`src/rtl/regfile_pkg.sv`:
```
// Package: shared constants for the instruction-decoded register file.
// Assumes a 32-bit instruction with the opcode in its top five bits.
package regfile_pkg;

    // Instruction geometry
    localparam int INSTR_W_DEF  = 32;
    localparam int OPC_W        = 5;
    localparam int OPC_LSB_DEF  = 27;

    // Register-number fields inside the instruction
    localparam int DST_LSB_DEF  = 23;   // destination / store-source field
    localparam int IDX_LSB_DEF  = 20;   // second-source / index field
    localparam int SRC1_LSB_DEF = 17;   // first-source field

    // Opcode that reads its data source from the destination field
    localparam logic [OPC_W-1:0] STORE_OPC_DEF = 5'b01101;

    // Which field feeds the B1 selector
    typedef enum logic {
        B1_FROM_SRC1 = 1'b0,
        B1_FROM_DST  = 1'b1
    } b1_src_e;

endpackage

```
`src/rtl/sel_decode.sv`:
```
// Module: sel_decode
// Derives the three register selectors from the instruction word.
// Assumes the three fields do not overlap the opcode; the B1 selector
// switches to the destination field for the store opcode only.
module sel_decode
    import regfile_pkg::*;
#(
    parameter int               INSTR_W   = INSTR_W_DEF,
    parameter int               SEL_W     = 3,
    parameter int               OPC_LSB   = OPC_LSB_DEF,
    parameter int               DST_LSB   = DST_LSB_DEF,
    parameter int               IDX_LSB   = IDX_LSB_DEF,
    parameter int               SRC1_LSB  = SRC1_LSB_DEF,
    parameter logic [OPC_W-1:0] STORE_OPC = STORE_OPC_DEF
) (
    input  logic [INSTR_W-1:0] instr,
    output logic [SEL_W-1:0]   b1_sel,
    output logic [SEL_W-1:0]   b2_sel,
    output logic [SEL_W-1:0]   b3_sel
);

    logic [OPC_W-1:0] opcode;
    logic [SEL_W-1:0] dst_field;
    logic [SEL_W-1:0] idx_field;
    logic [SEL_W-1:0] src1_field;
    b1_src_e          b1_src;

    // Slice the opcode and the three register fields
    always_comb begin
        opcode     = instr[OPC_LSB +: OPC_W];
        dst_field  = instr[DST_LSB +: SEL_W];
        idx_field  = instr[IDX_LSB +: SEL_W];
        src1_field = instr[SRC1_LSB +: SEL_W];
    end

    // Choose the B1 source field from the opcode
    always_comb begin
        b1_src = (opcode == STORE_OPC) ? B1_FROM_DST : B1_FROM_SRC1;
    end

    // Drive the selectors
    always_comb begin
        b3_sel = dst_field;
        b2_sel = idx_field;
        unique case (b1_src)
            B1_FROM_DST:  b1_sel = dst_field;
            default:      b1_sel = src1_field;
        endcase
    end

endmodule

```
`src/rtl/reg_store.sv`:
```
// Module: reg_store
// Register storage with one synchronous write port.
// Entry 0 has no storage and reads as zero; a synchronous active-low
// reset clears every stored entry and takes priority over a write.
module reg_store #(
    parameter int DATA_W = 32,
    parameter int SEL_W  = 3,
    localparam int NUM_REGS = 1 << SEL_W
) (
    input  logic              clk,
    input  logic              rst_n,
    input  logic              wr_en,
    input  logic [SEL_W-1:0]  wr_sel,
    input  logic [DATA_W-1:0] wr_data,
    output logic [DATA_W-1:0] regs [NUM_REGS]
);

    logic [NUM_REGS-1:0] wr_hit;

    // One-hot write decode
    always_comb begin
        wr_hit = '0;
        if (wr_en) wr_hit[wr_sel] = 1'b1;
    end

    for (genvar gi = 0; gi < NUM_REGS; gi++) begin : g_entry
        if (gi == 0) begin : g_zero
            // Hardwired zero entry
            assign regs[gi] = '0;
        end else begin : g_word
            logic [DATA_W-1:0] word_q;

            // Reset or capture this entry's word
            always_ff @(posedge clk) begin
                if (!rst_n)          word_q <= '0;
                else if (wr_hit[gi]) word_q <= wr_data;
            end

            assign regs[gi] = word_q;
        end
    end

endmodule

```
`src/rtl/read_port.sv`:
```
// Module: read_port
// One combinational read bus: selects an entry and gates it with the
// strobe, so an idle bus drives zero and buses can be OR-combined.
module read_port #(
    parameter int DATA_W = 32,
    parameter int SEL_W  = 3,
    localparam int NUM_REGS = 1 << SEL_W
) (
    input  logic              rd_en,
    input  logic [SEL_W-1:0]  rd_sel,
    input  logic [DATA_W-1:0] regs [NUM_REGS],
    output logic [DATA_W-1:0] rd_data
);

    // Select and gate
    always_comb begin
        rd_data = rd_en ? regs[rd_sel] : '0;
    end

endmodule

```
`src/rtl/three_bus_regfile.sv`:
```
// Module: three_bus_regfile (top)
// Eight-entry register file with two read buses and one write bus; the
// register selectors are decoded from the instruction word. Assumes the
// sequencer supplies the strobes and never writes during a store.
module three_bus_regfile
    import regfile_pkg::*;
#(
    parameter int               DATA_W    = 32,
    parameter int               INSTR_W   = INSTR_W_DEF,
    parameter int               SEL_W     = 3,
    parameter int               OPC_LSB   = OPC_LSB_DEF,
    parameter int               DST_LSB   = DST_LSB_DEF,
    parameter int               IDX_LSB   = IDX_LSB_DEF,
    parameter int               SRC1_LSB  = SRC1_LSB_DEF,
    parameter logic [OPC_W-1:0] STORE_OPC = STORE_OPC_DEF
) (
    input  logic               clk,
    input  logic               rst_n,
    input  logic [INSTR_W-1:0] instr,
    input  logic               b1_rd_en,
    input  logic               b2_rd_en,
    input  logic               b3_wr_en,
    input  logic [DATA_W-1:0]  b3_data,
    output logic [DATA_W-1:0]  b1_data,
    output logic [DATA_W-1:0]  b2_data
);

    localparam int NUM_REGS = 1 << SEL_W;
    localparam int NUM_RD   = 2;

    logic [SEL_W-1:0]  b1_sel, b2_sel, b3_sel;
    logic [DATA_W-1:0] regs [NUM_REGS];
    logic [SEL_W-1:0]  rd_sel  [NUM_RD];
    logic              rd_en   [NUM_RD];
    logic [DATA_W-1:0] rd_data [NUM_RD];

    sel_decode #(
        .INSTR_W  (INSTR_W),
        .SEL_W    (SEL_W),
        .OPC_LSB  (OPC_LSB),
        .DST_LSB  (DST_LSB),
        .IDX_LSB  (IDX_LSB),
        .SRC1_LSB (SRC1_LSB),
        .STORE_OPC(STORE_OPC)
    ) u_dec (
        .instr (instr),
        .b1_sel(b1_sel),
        .b2_sel(b2_sel),
        .b3_sel(b3_sel)
    );

    reg_store #(
        .DATA_W(DATA_W),
        .SEL_W (SEL_W)
    ) u_store (
        .clk    (clk),
        .rst_n  (rst_n),
        .wr_en  (b3_wr_en),
        .wr_sel (b3_sel),
        .wr_data(b3_data),
        .regs   (regs)
    );

    // Gather per-bus selector and strobe
    always_comb begin
        rd_sel[0] = b1_sel;
        rd_sel[1] = b2_sel;
        rd_en[0]  = b1_rd_en;
        rd_en[1]  = b2_rd_en;
    end

    for (genvar gp = 0; gp < NUM_RD; gp++) begin : g_port
        read_port #(
            .DATA_W(DATA_W),
            .SEL_W (SEL_W)
        ) u_rd (
            .rd_en  (rd_en[gp]),
            .rd_sel (rd_sel[gp]),
            .regs   (regs),
            .rd_data(rd_data[gp])
        );
    end

    // Drive the output buses
    always_comb begin
        b1_data = rd_data[0];
        b2_data = rd_data[1];
    end

endmodule

```
`config.mk`:
```
export PLATFORM = sky130hd
export DESIGN_NAME = three_bus_regfile
export DESIGN_NICKNAME = d
export VERILOG_FILES = /design/src/rtl/regfile_pkg.sv /design/src/rtl/sel_decode.sv /design/src/rtl/reg_store.sv /design/src/rtl/read_port.sv /design/src/rtl/three_bus_regfile.sv
export SDC_FILE = /design/constraint.sdc
export NUM_CORES = 1
export LEC_CHECK = 0
export ABC_AREA = 1
export BUFFER_PORTS_ARGS = -buffer_cell sky130_fd_sc_hd__buf_4
export CORE_UTILIZATION = 40
export CTS_CLUSTER_DIAMETER = 50
export DETAILED_ROUTE_END_ITERATION = 12
export PLACE_DENSITY = 0.66
export SYNTH_ARGS = -nofsm -noshare
export SYNTH_HDL_FRONTEND = slang
export SYNTH_SLANG_ARGS = --single-unit
```
`constraint.sdc`:
```
create_clock -name clk -period 3.6 [get_ports clk]
set_clock_uncertainty 0.2 [all_clocks]
set_input_delay 0.54 -clock clk [delete_from_list [all_inputs] [get_ports clk]]
set_output_delay 0.54 -clock clk [all_outputs]
set_load 0.01 [all_outputs]
```
==> results of run 1 <==
-- kinds of logic (layout without fill, tap and decap cells) --
| logic type | Yosys count | in the layout |
|---|---|---|
| AND/OR/NAND/NOR | 762 | 762 |
| flip-flops | 224 | 224 |
| AO/OA/AOI/OAI | 641 | 641 |
| buffers and inverters | 343 | 388 |
-- layer usage --
layer	vias to the layer above	part of all wire (%)	track usage (%)	wire length (microns)
met5	-	0	0	0
met4	0	2.9	9.69	1170
met3	93	7.6	3.38	3140
met2	510	46	43.9	19100
met1	5932	43	33.4	17700
li1	6535	-	-	-
-- worst max-delay path, stage by stage --
cell     delay, ns
buf_4         0.11
nor2_2        0.18
nand2_2       0.13
nand2_1       0.10
buf_4         0.40
nand3_1       0.12
nor2_1        0.11
nor2_1        0.04
nand2_1       0.06
nand2_1       0.06
nor2_1        0.22
buf_4         0.17
-- power groups by stage --
stage / clock network [mW] / registers, mW / logic, mW
floorplan: 0 / 2.65 / 0.629
global placement: 0 / 2.65 / 0.989
global route: 3.23 / 2.61 / 1.13
finish: 3.10 / 2.60 / 1.01
CTS: 3.13 / 2.60 / 1.01
detailed placement: 0 / 2.66 / 1.00
-- cell type report --
| class | count | share of cell area, % |
|---|---|---|
| Multi-Input combinational cell | 1403 | 44.8 |
| Timing Repair Buffer | 155 | 9.08 |
| Tap cell | 390 | 3.37 |
| Clock inverter | 13 | 1.06 |
| Sequential cell | 224 | 31.0 |
| Inverter | 177 | 4.59 |
| Clock buffer | 43 | 6.15 |
-- synth_stat cells, drive strengths merged --
master  instances  share of area [%]
dfxtp         224                 36
nand3         131                5.3
buf            39                1.9
inv           173                5.3
nand4           1              0.051
clkbuf        127                3.9
o211ai         32                2.0
nor2          331                 10
o21ai         321                 13
o31ai          32                2.0
a31oi          32                1.6
nand2         299                9.2
a21oi         224                9.1
clkinv          4               0.12
-- stage by stage --
step / setup slack (ns) / power [mW] / area [sq um] / cells
2_1_floorplan: 1.19 / 3.28 / 12300 / 1970
3_3_place_gp: 0.595 / 3.64 / 13400 / 2349
3_5_place_dp: 0.599 / 3.66 / 13400 / 2349
4_1_cts: 0.592 / 6.74 / 14500 / 2405
5_1_grt: 0.439 / 6.97 / 14500 / 2405
6_report: 0.584 / 6.72 / 14500 / 2405
-- path summary, 6_finish.rpt --
check | startpoint | to | slack (ns) | cells after the start
max | instr[28] | b1_data[20] | 0.58 | 12
min | b3_data[4] | u_store.g_entry[3].g_word.word_q[4] | 0.06 | 3
max reg2reg | u_store.g_entry[4].g_word.word_q[30] | u_store.g_entry[4].g_word.word_q[30] | 2.73 | 2
min reg2reg | u_store.g_entry[6].g_word.word_q[10] | u_store.g_entry[6].g_word.word_q[10] | 0.27 | 2
==> results.sh, run 1 <==
export IMPL_start_util_pct=41.1
export IMPL_cts_resized=0
export IMPL_holdBufCountCts=0
export IMPL_synthSimpleGateAreaFrac_pct=24.7
export IMPL_status="completed"
export IMPL_max_freq_mhz=332
export IMPL_final_common_cell="nor2_1"
export IMPL_arrival_ns=2.28
export IMPL_drtIter0Drc=1046
export IMPL_syn_nets=2039
export IMPL_setup_tns_final_ns=0
export IMPL_syn_area_sq_mm=0.0123
export IMPL_maxSlewViolCount=0
export IMPL_diodes=0
export IMPL_rows=63
export IMPL_seqCellArea_sq_mm=0.00448
export IMPL_grt_pass1_wl_mm=65.5
export IMPL_start_kind="input pin"
export IMPL_synth_compound_area_share_pct=27.7
export IMPL_post_route_util_pct=48.3
export IMPL_p_comb_share_pct=15.1
export IMPL_cts_setup_buffers=0
export IMPL_path_clk_slew_ns=0.06
export IMPL_clock_sinks=224
export IMPL_area_growth_pct=17.6
export IMPL_fp_coreArea_sq_mm=0.0300
export IMPL_grt_pass1_vias=12300
export IMPL_hold_viol=0
export IMPL_synth_seq_cells=224
export IMPL_cts_made_buffers=30
export IMPL_grt_max_degree=77
export IMPL_min_period_ns=3.02
export IMPL_synth_fa_ha_area_share_pct=0
export IMPL_power_leakage_nw=6.15
export IMPL_timing_final_setup_violations=0
export IMPL_max_cap_viol_count=0
export IMPL_syn_mean_instance_area_sq_um=6.25
export IMPL_htreeDepth=1
export IMPL_routed_wl_mm=41.0
export IMPL_synth_top_family_by_area="compound AO/OA/AOI/OAI gates"
export IMPL_first_pass_iters=6
export IMPL_biggestRegsByFlops="u_store.g_entry.g_word.word_q: 224 flops"
export IMPL_antenna_left=0
export IMPL_switchingPower_mw=1.87
export IMPL_ys_types=22
export IMPL_hold_ws_ns=0.0581
export IMPL_layout_common_cells="nor2_1, o21ai_0, nand2_1, a21oi_1, dfxtp_1"
export IMPL_crit_required_ns=2.86
export IMPL_hold_path_class="in2reg"
export IMPL_track_usage_pct=26.0
export IMPL_seqPwrFrac_pct=38.8
export IMPL_netlist_instances=1970
export IMPL_seq_area_frac_synth_pct=36.4
export IMPL_p_int_mw=4.84
export IMPL_vias_per_cell=5.43
export IMPL_fill_cells=3068
export IMPL_rsz0062_at_grt="false"
export IMPL_place_hpwl_mm=23.5
export IMPL_dieArea_sq_mm=0.0315
export IMPL_vias=13100
export IMPL_setup_worst_path_end_class="output pin"
export IMPL_clk_path_buf_depth=3
export IMPL_period_share_pct=83.8
export IMPL_max_slew_margin_pct=35.0
export IMPL_grt_ovfl_total=0
export IMPL_regMostFlops="u_store.g_entry.g_word.word_q"
export IMPL_ir_worst_vdd_uv=325
export IMPL_die_x_microns=177
export IMPL_io_buffers=114
export IMPL_clk_latency_ns=0.55
export IMPL_antenna_found_initial=0
export IMPL_cts_tree="done"
export IMPL_gp_congestion=0.809
export IMPL_switching_share_pct=27.9
export IMPL_multiInputGateArea_sq_mm=0.00648
export IMPL_drc=0
export IMPL_die_h_microns=177
export IMPL_yosysWarnings=0
export IMPL_worst_slew_pin_slew_ns=0.968
export IMPL_drive_gt1_share_pct=10.9
export IMPL_pwr_share_clk_pct=46.2
export IMPL_synth_mux_area_share_pct=0
export IMPL_cts_root_buf="clkbuf_16"
export IMPL_crit_type="in2out"
export IMPL_p_per_area_mw_per_mm2=464
export IMPL_synth_xor_area_share_pct=0
export IMPL_cp_max_fo=32
export IMPL_io_pins=133
export IMPL_wl_per_cell_microns=17.1
export IMPL_largest_reg_flops=224
export IMPL_final_nets=2060
(Power assumes the default switching activity.)
==> run 2: changes to the inputs <==
clock period = 2.9 ns   (was 3.6 ns; I/O delays follow)
==> run 2 against run 1 <==
Sequential share of layout area is 0.99 points lower. Sequential power is 24% higher. Die area stayed put. Total power is 25% higher. Setup slack worse by 0.39 ns. Critical path type unchanged. Critical endpoint is now b1_data[18]. Largest power group unchanged.
==> results.sh, run 2 (synthesis gave the netlist of run 1 again) <==
export IMPL_grt_met1_usage_pct=34.2
export IMPL_arrival_ns=2.07
export IMPL_vias=13200
export IMPL_pwr_share_clk_pct=45.7
export IMPL_grt_pass1_vias=12300
export IMPL_vias_per_cell=5.42
export IMPL_io_pins=133
export IMPL_p_comb_share_pct=15.7
export IMPL_first_pass_iters=7
export IMPL_cts_tree="done"
export IMPL_path_clk_slew_ns=0.06
export IMPL_switching_share_pct=28.2
export IMPL_hold_viol=0
export IMPL_drc=0
export IMPL_clk_path_buf_depth=3
export IMPL_wl_per_cell_microns=17.1
export IMPL_max_slew_margin_pct=52.4
export IMPL_largest_reg_flops=224
export IMPL_p_per_area_mw_per_mm2=561
export IMPL_cts_made_buffers=30
export IMPL_power_leakage_nw=6.37
export IMPL_drtIter0Drc=1188
export IMPL_cts_root_buf="clkbuf_16"
export IMPL_clock_sinks=224
export IMPL_max_freq_mhz=370
export IMPL_maxSlewViolCount=0
export IMPL_place_hpwl_mm=24.4
export IMPL_cp_max_fo=25
export IMPL_switchingPower_mw=2.37
export IMPL_ir_worst_vdd_uv=439
export IMPL_max_cap_viol_count=0
export IMPL_die_x_microns=177
export IMPL_setup_slack_ns=0.199
export IMPL_final_nets=2100
export IMPL_grt_pass1_wl_mm=65.8
export IMPL_setup_tns_final_ns=0
export IMPL_gp_congestion=0.813
export IMPL_grt_max_degree=113
export IMPL_layout_common_cells="nor2_1, o21ai_0, nand2_1, a21oi_1, dfxtp_1"
export IMPL_setup_worst_path_end_class="output pin"
export IMPL_period_share_pct=93.1
export IMPL_grt_busiest_layer="met2"
export IMPL_start_kind="input pin"
export IMPL_cts_setup_buffers=0
export IMPL_routed_wl_mm=41.7
export IMPL_rows=63
export IMPL_crit_required_ns=2.27
export IMPL_p_int_mw=6.02
export IMPL_htreeDepth=1
export IMPL_status="completed"
export IMPL_crit_type="in2out"
export IMPL_final_common_cell="nor2_1"
export IMPL_seqPwrFrac_pct=38.5
export IMPL_area_growth_pct=21.4
export IMPL_drive_gt1_share_pct=11.1
export IMPL_dpl_worst_slack_ns=0.169
export IMPL_hold_path_class="in2reg"
export IMPL_timing_final_setup_violations=0
export IMPL_diodes=0
export IMPL_fp_coreArea_sq_mm=0.0300
export IMPL_regMostFlops="u_store.g_entry.g_word.word_q"
export IMPL_rsz0062_at_grt="false"
export IMPL_clk_latency_ns=0.55
export IMPL_grt_use_met3_pct=3.06
export IMPL_antenna_left=0
export IMPL_grt_ovfl_total=0
export IMPL_grt_util_met2_pct=44.9
export IMPL_start_util_pct=41.1
export IMPL_io_buffers=114
export IMPL_worst_slew_pin_slew_ns=0.714
export IMPL_fill_cells=3053
export IMPL_die_h_microns=177
export IMPL_min_period_ns=2.70
export IMPL_biggestRegsByFlops="u_store.g_entry.g_word.word_q: 224 flops"
export IMPL_antenna_found_initial=0
export IMPL_dieArea_sq_mm=0.0315
export IMPL_track_usage_pct=26.2
run 2: cell count changes in the layout (fill, tap and decap cells not counted), sizes merged:
cell	change
dlygate4sd3	+32
clkbuf	-3
clkinvlp	+1
buf	+8
inv	+2
run 2: repair_timing:
action                                  4_1_cts  5_1_grt
hold buffers                                 32        0
endpoints found under the setup margin        0        2
hold endpoints to repair                     62        0
gates resized for setup                       0        1
run 2: cell type report:
class / count / area (sq um) / area share [%]
clock inverter: 16 / 178 / 1.19
sequential: 224 / 4480 / 30.0
timing repair buffer: 195 / 1800 / 12.0
tap: 390 / 488 / 3.26
multi-input combinational: 1403 / 6480 / 43.3
inverter: 177 / 664 / 4.44
clock buffer: 40 / 860 / 5.75
run 2: critical path, stage by stage:
cell and delay (ns):
buf_4 0.11, nor2_2 0.18, nand2_2 0.14, nand2_1 0.15
nand2_1 0.15, buf_12 0.22, nand2_1 0.08, nand3_1 0.07
nand2_1 0.07, nand2_1 0.06, nor2_1 0.22, buf_4 0.17
run 2: path summary, 6_finish.rpt:
path	start	end	slack [ns]	cells past startpoint
hold / removal	rst_n	u_store.g_entry[7].g_word.word_q[30]	0.23	4
setup / recovery	instr[28]	b1_data[18]	0.20	12
setup reg to reg	u_store.g_entry[3].g_word.word_q[15]	u_store.g_entry[3].g_word.word_q[15]	2.02	2
hold reg to reg	u_store.g_entry[6].g_word.word_q[27]	u_store.g_entry[6].g_word.word_q[27]	0.27	2
run 2: routing by layer:
| layer | routed length [microns] | part of all wire (%) | up-vias |
|---|---|---|---|
| li1 | - | - | 6612 |
| met1 | 18300 | 44 | 6091 |
| met2 | 19800 | 47 | 485 |
| met3 | 2820 | 6.8 | 56 |
| met4 | 811 | 1.9 | 0 |
| met5 | 0 | 0 | - |
run 2: per-stage QoR:
stage | area [sq um] | instances | power [mW] | util [%] | hold slack (ns)
final | 15000 | 2445 | 8.38 | 49.9 | 0.227
after global routing | 15000 | 2445 | 8.71 | 49.9 | 0.258
after CTS | 14900 | 2445 | 8.42 | 49.9 | 0.244
after detailed placement | 13600 | 2357 | 4.56 | 45.4 | 0.259
after global placement | 13600 | 2357 | 4.54 | 45.4 | 0.254
after floorplan | 12300 | 1970 | 4.07 | - | 0.244
run 2: power by group through the flow:
| stage | Combinational, mW | Sequential [mW] | Clock [mW] |
|---|---|---|---|
| 3_3_place_gp | 1.25 | 3.29 | 0 |
| 4_1_cts | 1.31 | 3.23 | 3.88 |
| 6_report | 1.32 | 3.23 | 3.84 |
| 5_1_grt | 1.46 | 3.24 | 4.01 |
| 2_1_floorplan | 0.780 | 3.29 | 0 |
| 3_5_place_dp | 1.27 | 3.30 | 0 |
